==> src/rtl/cbus_pkg.sv <==
package cbus_pkg;

   localparam int unsigned FN_W  = 5;
   localparam int unsigned SUB_W = 4;

   localparam logic [FN_W-1:0] FN_RD_UP   = 5'd0;
   localparam logic [FN_W-1:0] FN_RD_REG  = 5'd1;
   localparam logic [FN_W-1:0] FN_RD_DOWN = 5'd2;
   localparam logic [FN_W-1:0] FN_TST     = 5'd8;
   localparam logic [FN_W-1:0] FN_TST_CLR = 5'd10;
   localparam logic [FN_W-1:0] FN_WR_UP   = 5'd16;
   localparam logic [FN_W-1:0] FN_WR_REG  = 5'd17;
   localparam logic [FN_W-1:0] FN_MASK    = 5'd24;
   localparam logic [FN_W-1:0] FN_UNMASK  = 5'd26;

   typedef struct packed {
      logic valid;
      logic need_own;
      logic rd_up;
      logic rd_ptr;
      logic rd_mode;
      logic rd_down;
      logic wr_up;
      logic ld_ptr;
      logic ld_mode;
      logic irq_test;
      logic irq_clear;
      logic irq_mask;
      logic irq_unmask;
   } cmd_dec_t;

endpackage

==> src/rtl/cbus_cmd_decode.sv <==
module cbus_cmd_decode
   import cbus_pkg::*;
(
   input  logic [FN_W-1:0]  f_code,
   input  logic [SUB_W-1:0] sub_a,
   output cmd_dec_t         dec
);

   logic a0;
   logic a1;

   assign a0 = (sub_a == SUB_W'(0));
   assign a1 = (sub_a == SUB_W'(1));

   always_comb begin
      dec = '0;
      unique case (f_code)
         FN_RD_UP: begin
            dec.rd_up    = a0;
            dec.need_own = 1'b1;
         end
         FN_RD_REG: begin
            dec.rd_ptr   = a0;
            dec.rd_mode  = a1;
            dec.need_own = a0;
         end
         FN_RD_DOWN: begin
            dec.rd_down  = a0;
            dec.need_own = 1'b1;
         end
         FN_TST:     dec.irq_test   = a0;
         FN_TST_CLR: dec.irq_clear  = a0;
         FN_WR_UP: begin
            dec.wr_up    = a0;
            dec.need_own = 1'b1;
         end
         FN_WR_REG: begin
            dec.ld_ptr   = a0;
            dec.ld_mode  = a1;
            dec.need_own = a0;
         end
         FN_MASK:    dec.irq_mask   = a0;
         FN_UNMASK:  dec.irq_unmask = a0;
         default: ;
      endcase
      dec.valid = dec.rd_up | dec.rd_ptr | dec.rd_mode | dec.rd_down |
                  dec.wr_up | dec.ld_ptr | dec.ld_mode | dec.irq_test |
                  dec.irq_clear | dec.irq_mask | dec.irq_unmask;
   end

endmodule

==> src/rtl/cbus_ptr_ctl.sv <==
module cbus_ptr_ctl #(
   parameter int unsigned ADDR_W = 14,
   parameter int unsigned PTR_W  = ADDR_W + 2
) (
   input  logic              clk,
   input  logic              rst_n,
   input  logic              z_clr,
   input  logic              step_up,
   input  logic              step_down,
   input  logic              load_en,
   input  logic [ADDR_W-1:0] load_val,
   input  logic              other_cmd,
   output logic [PTR_W-1:0]  ptr_q,
   output logic              first_q,
   output logic              done_q
);

   logic at_zero;
   assign at_zero = (ptr_q == '0);

   always_ff @(posedge clk or negedge rst_n) begin
      if (!rst_n) begin
         ptr_q   <= '0;
         first_q <= 1'b1;
         done_q  <= 1'b0;
      end else if (z_clr) begin
         ptr_q   <= '0;
         first_q <= 1'b1;
         done_q  <= 1'b0;
      end else begin
         if (load_en) begin
            ptr_q <= PTR_W'(load_val);
         end else if (step_up) begin
            ptr_q <= ptr_q + PTR_W'(1);
         end else if (step_down && !first_q && !at_zero) begin
            ptr_q <= ptr_q - PTR_W'(1);
         end
         if (step_down) begin
            if (first_q) begin
               first_q <= 1'b0;
            end else if (at_zero) begin
               done_q <= 1'b1;
            end
         end else if (other_cmd) begin
            first_q <= 1'b1;
            done_q  <= 1'b0;
         end
      end
   end

endmodule

==> src/rtl/cbus_irq_ctl.sv <==
module cbus_irq_ctl #(
   parameter bit EDGE_SET = 1'b1
) (
   input  logic clk,
   input  logic rst_n,
   input  logic z_clr,
   input  logic ovf,
   input  logic clr_req,
   input  logic mask,
   input  logic unmask,
   output logic req_q,
   output logic en_q,
   output logic irq
);

   logic set_req;

   generate
      if (EDGE_SET) begin : g_edge
         logic ovf_d;
         always_ff @(posedge clk or negedge rst_n) begin
            if (!rst_n) ovf_d <= 1'b0;
            else        ovf_d <= ovf;
         end
         assign set_req = ovf & ~ovf_d;
      end else begin : g_level
         assign set_req = ovf;
      end
   endgenerate

   always_ff @(posedge clk or negedge rst_n) begin
      if (!rst_n) begin
         req_q <= 1'b0;
         en_q  <= 1'b0;
      end else begin
         if (z_clr || clr_req) req_q <= 1'b0;
         else if (set_req)     req_q <= 1'b1;
         if (mask)             en_q <= 1'b0;
         else if (unmask)      en_q <= 1'b1;
      end
   end

   assign irq = req_q & en_q;

endmodule

==> src/rtl/cbus_fn_decoder.sv <==
module cbus_fn_decoder
   import cbus_pkg::*;
#(
   parameter int unsigned ADDR_W   = 14,
   parameter int unsigned DATA_W   = 16,
   parameter int unsigned MODE_W   = 2,
   parameter logic [1:0]  OWN_CODE = 2'b01,
   parameter bit          EDGE_SET = 1'b1
) (
   input  logic              clk,
   input  logic              rst_n,
   input  logic [FN_W-1:0]   f_code,
   input  logic [SUB_W-1:0]  sub_a,
   input  logic [DATA_W-1:0] wr_lines,
   input  logic              cmd_s1,
   input  logic              cmd_s2,
   input  logic              z_reset,
   input  logic              ovf_flag,
   input  logic [DATA_W-1:0] mem_rdata,
   output logic [DATA_W-1:0] rd_lines,
   output logic              x_resp,
   output logic              q_resp,
   output logic              lam_out,
   output logic [ADDR_W-1:0] mem_addr,
   output logic              mem_we,
   output logic [DATA_W-1:0] mem_wdata,
   output logic [MODE_W-1:0] own_mode
);

   localparam int unsigned PTR_W = ADDR_W + 2;
   localparam logic [PTR_W-1:0] DEPTH = PTR_W'(1) << ADDR_W;

   generate
      if (DATA_W < PTR_W) begin : g_bad_data_w
         $error("DATA_W must hold the pointer with its guard bits");
      end
      if (MODE_W != 2) begin : g_bad_mode_w
         $error("MODE_W must be 2");
      end
      if (ADDR_W < 2) begin : g_bad_addr_w
         $error("ADDR_W too small");
      end
   endgenerate

   cmd_dec_t          dec;
   logic [MODE_W-1:0] mode_q;
   logic [PTR_W-1:0]  ptr_q;
   logic              first_q;
   logic              done_q;
   logic              req_q;
   logic              en_q;
   logic              owned;
   logic              in_range;
   logic              exec;
   logic              q_int;
   logic [DATA_W-1:0] rd_sel;

   cbus_cmd_decode u_dec (
      .f_code (f_code),
      .sub_a  (sub_a),
      .dec    (dec)
   );

   assign owned    = (mode_q == MODE_W'(OWN_CODE));
   assign in_range = (ptr_q < DEPTH);
   assign exec     = dec.valid & (~dec.need_own | owned);

   always_comb begin
      q_int = exec;
      if (dec.rd_up || dec.wr_up)          q_int = exec & in_range;
      if (dec.rd_down)                     q_int = exec & ~done_q;
      if (dec.irq_test || dec.irq_clear)   q_int = exec & req_q;
   end

   always_comb begin
      rd_sel = '0;
      if (dec.rd_up)   rd_sel = mem_rdata;
      if (dec.rd_ptr)  rd_sel = DATA_W'(ptr_q);
      if (dec.rd_mode) rd_sel = DATA_W'(mode_q);
      if (dec.rd_down) rd_sel = first_q ? DATA_W'(ptr_q) : mem_rdata;
   end

   assign rd_lines = q_int ? rd_sel : '0;
   assign x_resp   = dec.valid;
   assign q_resp   = q_int;

   always_ff @(posedge clk or negedge rst_n) begin
      if (!rst_n)                          mode_q <= '0;
      else if (exec && dec.ld_mode && cmd_s1) mode_q <= wr_lines[MODE_W-1:0];
   end

   cbus_ptr_ctl #(
      .ADDR_W (ADDR_W),
      .PTR_W  (PTR_W)
   ) u_ptr (
      .clk       (clk),
      .rst_n     (rst_n),
      .z_clr     (z_reset),
      .step_up   (q_int & ((dec.rd_up & cmd_s2) | (dec.wr_up & cmd_s1))),
      .step_down (q_int & dec.rd_down & cmd_s2),
      .load_en   (exec & dec.ld_ptr & cmd_s1),
      .load_val  (wr_lines[ADDR_W-1:0]),
      .other_cmd (cmd_s2 & ~dec.rd_down),
      .ptr_q     (ptr_q),
      .first_q   (first_q),
      .done_q    (done_q)
   );

   cbus_irq_ctl #(
      .EDGE_SET (EDGE_SET)
   ) u_irq (
      .clk     (clk),
      .rst_n   (rst_n),
      .z_clr   (z_reset),
      .ovf     (ovf_flag),
      .clr_req (exec & dec.irq_clear & cmd_s2),
      .mask    (exec & dec.irq_mask & cmd_s1),
      .unmask  (exec & dec.irq_unmask & cmd_s1),
      .req_q   (req_q),
      .en_q    (en_q),
      .irq     (lam_out)
   );

   assign mem_addr  = ptr_q[ADDR_W-1:0];
   assign mem_we    = exec & dec.wr_up & in_range & cmd_s1;
   assign mem_wdata = wr_lines;
   assign own_mode  = mode_q;

endmodule

==> config.mk <==
export PLATFORM = sky130hd
export DESIGN_NAME = cbus_fn_decoder
export DESIGN_NICKNAME = d
export VERILOG_FILES = /design/src/rtl/cbus_pkg.sv /design/src/rtl/cbus_cmd_decode.sv /design/src/rtl/cbus_ptr_ctl.sv /design/src/rtl/cbus_irq_ctl.sv /design/src/rtl/cbus_fn_decoder.sv
export SDC_FILE = /design/constraint.sdc
export NUM_CORES = 1
export LEC_CHECK = 0
export BUFFER_PORTS_ARGS = -buffer_cell sky130_fd_sc_hd__buf_2
export CAP_MARGIN = 10
export CORE_ASPECT_RATIO = 0.5
export CORE_UTILIZATION = 40
export CTS_CLUSTER_DIAMETER = 100
export CTS_CLUSTER_SIZE = 10
export DETAILED_ROUTE_END_ITERATION = 6
export PLACE_DENSITY = 0.68
export SETUP_SLACK_MARGIN = 0.15
export SKIP_CTS_REPAIR_TIMING = 1
export SLEW_MARGIN = 20
export SYNTH_ARGS = -nofsm -noshare
export SYNTH_HDL_FRONTEND = slang
export SYNTH_SLANG_ARGS = --single-unit
==> constraint.sdc <==
create_clock -name clk -period 8 [get_ports clk]
set_input_delay 1.6 -clock clk [delete_from_list [all_inputs] [get_ports clk]]
set_output_delay 1.6 -clock clk [all_outputs]
set_load 0.03 [all_outputs]
==> metrics.cfg <==
[run_status]
outcome=finished, final reports clean

[synthesis]
syn_area_mm2=0.00245
synth_seq_area_share=0.235
ys_ff_latch=23
synth_edf_count=0
ys.flop_type=dfrtp_1
yosysWarnings=0
syn_nets=365
synthArstFlopShare=1.00
syn_inst=302
ys_types=55
syn_area_per_cell_um2=8.13

[sta]
slew_violations=0
setup_ws_ps=2190
clock_skew_ps=8.36
hold_violations=0
rsz0062_at_grt=no
period_share=0.726
setup_violations=0
setup-tns-final_ps=0
tightest_slew_ps=838
relSlewSlack=0.439
fmax_ghz=0.172
min_period_ps=5810
holdWs_ps=490

[cells_and_area]
final_cells=433
final_util=0.496
area_growth_pct=15.4
fillers=571
fin_nets=424
drive_above_1_share=0.331
diodes=0

[floorplanning]
coreArea_mm2=0.00571
die_x_um=113
die_height_um=57.4
initial_core_util=0.430
dieArea_mm2=0.00647
row_count=19
ios=99

[cts]
clk_pin_slew_ps=60
cts_root_buf=clkbuf_16
clk_latency_ps=260
cts_tree=yes
numClockSinks=23
numCtsBuffers=3
htree_levels=1
clock_path_buffers=2

[power_and_ir_drop]
internal_power_mw=0.394
p_per_area_mw_per_mm2=266
p_sw_frac=0.477
p_clk_frac=0.149
vdd.ir_drop.worst_uv=150
p_leak_nw=1.33
seqPwrFrac=0.252
p_sw_mw=0.360
p_comb_frac=0.599

[detailed_routing]
wirelength_um=6790
drt_iter0_markers=184
drcViolationCount=0
ant_nets=0
wl_per_cell_um=15.7
drtPass1Iterations=4
vias=2406
via_per_inst=5.56

[worst_setup_path]
critical_path.max_fanout=18
worstPathArrival_ps=6000
critPathRequiredTime_ps=8190
crit_type=in2reg
timing.critical_path.to_type=flip-flop
cp-start-kind=input port
r2r_slack_ps=3480

[job]
drv_cap=0

[place]
dp.cells=429
gp_congestion=0.861
io_buffers=94
hpwl_um=5180
place_ws_ps=2070

[global_route]
grt_pass1_vias=2330
antenna_found_initial=0
overflow=0
grt_use_total=0.213
grt_max_degree=28
grt_pass1_wl_um=11100

[hold_path]
hold_class=reg2reg

==> layout by cell type, fill, tap and decap left out, types with 3 or more instances in the layout <==
| master | n |
|---|---|
| nand2_1 | 24 |
| xnor2_1 | 5 |
| clkbuf_16 | 3 |
| mux2_1 | 3 |
| nand3_1 | 5 |
| a22oi_1 | 16 |
| inv_1 | 10 |
| ha_1 | 15 |
| nor3_1 | 10 |
| a31oi_1 | 3 |
| nor4_1 | 7 |
| and3_1 | 3 |
| xor2_1 | 5 |
| nor2_1 | 29 |
| o21ai_0 | 13 |
| a21o_1 | 5 |
| nor2b_1 | 3 |
| dfrtp_1 | 22 |
| buf_2 | 94 |
| nand2b_1 | 6 |
| o21ai_1 | 3 |
| a22o_1 | 5 |
| a211oi_1 | 5 |
| o31ai_2 | 9 |
| buf_4 | 3 |
| a21oi_1 | 18 |
==> area by class of cell <==
cell class,instances,area (um2),share of cell area
clock buffers,4,78.8,0.0278
inverters,11,41.3,0.0146
multi-input cells,225,1550,0.548
flip-flops and latches,23,577,0.204
well taps,73,91.3,0.0322
repair buffers,97,493,0.174
==> path summary, 6_finish.rpt <==
| path | cells past startpoint | start | endpoint |
|---|---|---|---|
| max | 14 | f_code[2] | u_ptr.ptr_q[15]$_DFFE_PN0P_ |
| min | 1 | u_irq.en_q$_DFFE_PN0P_ | u_irq.en_q$_DFFE_PN0P_ |
| max reg2reg | 13 | own_mode[1]$_DFFE_PN0P_ | u_ptr.ptr_q[15]$_DFFE_PN0P_ |
| min reg2reg | 1 | u_irq.en_q$_DFFE_PN0P_ | u_irq.en_q$_DFFE_PN0P_ |
| max in group asynchronous | 1 | rst_n | u_ptr.first_q$_DFFE_PN1P_ |
| min in group asynchronous | 1 | rst_n | u_ptr.ptr_q[2]$_DFFE_PN0P_ |
==> stage by stage <==
step	area, um2	power [mW]
finish	2830	0.754
global route	2830	0.814
CTS	2830	0.753
detailed placement	2750	0.639
global placement	2740	0.621
floorplan	2450	0.558
==> sequential cells by signal (all words and copies together), names as in the netlist <==
| name | cells |
|---|---|
| own_mode | 2 |
| u_ptr.done_q | 1 |
| u_ptr.first_q | 1 |
| u_irq.req_q | 1 |
| u_irq.g_edge.ovf_d | 1 |
| u_ptr.ptr_q | 16 |
| u_irq.en_q | 1 |
==> worst max-delay path: stages <==
cell,delay [ps]
buf_2,120
nor4_1,260
o221ai_1,250
nor3_1,310
nand3_1,680
ha_1,590
a211oi_1,310
o21ai_1,150
a2111oi_0,510
nor3_1,170
a31oi_1,290
o21ai_0,180
or4_1,480
nand3_1,100
==> Yosys cell counts (6+ instances only) <==
master    instances  area share
a22oi_1          16       0.049
dfrtp_1          22        0.22
o31ai_2           9       0.046
nor2_1           29       0.044
nor3_1           10       0.020
nor4_1            7       0.018
o21ai_0          13       0.027
ha_1             15       0.076
a21oi_1          18       0.037
nand2b_1          6       0.015
inv_1            10       0.015
nand2_1          24       0.037
clkbuf_1          9       0.014
buf_4            30       0.092
==> power by group through the flow <==
stage	sequential (mW)	clock (mW)	combinational (mW)
2_1_floorplan	0.174	0	0.384
3_3_place_gp	0.192	0	0.429
3_5_place_dp	0.191	0	0.447
4_1_cts	0.189	0.114	0.450
5_1_grt	0.194	0.120	0.501
6_report	0.190	0.112	0.452
==> routing by layer <==
layer  vias up  part of all wire  wire [um]  GRT usage
met5         -                 0          0          0
met4         0            0.0050         34     0.0590
met3         4             0.041        280     0.0308
met2        56              0.49       3360      0.367
met1      1152              0.46       3110      0.283
li1       1194                 -          -          -
==> kinds of logic (layout without fill, tap and decap cells) <==
group / after synthesis / in the layout / synth area share
compound gates: 92 / 92 / 0.276
fa+ha+maj: 16 / 16 / 0.0846
buf+inv: 54 / 112 / 0.138
mux: 4 / 4 / 0.0178
xor+xnor: 10 / 10 / 0.0357
flops: 23 / 23 / 0.235
simple gates: 103 / 103 / 0.213
Power figures use the tool's default switching activity.
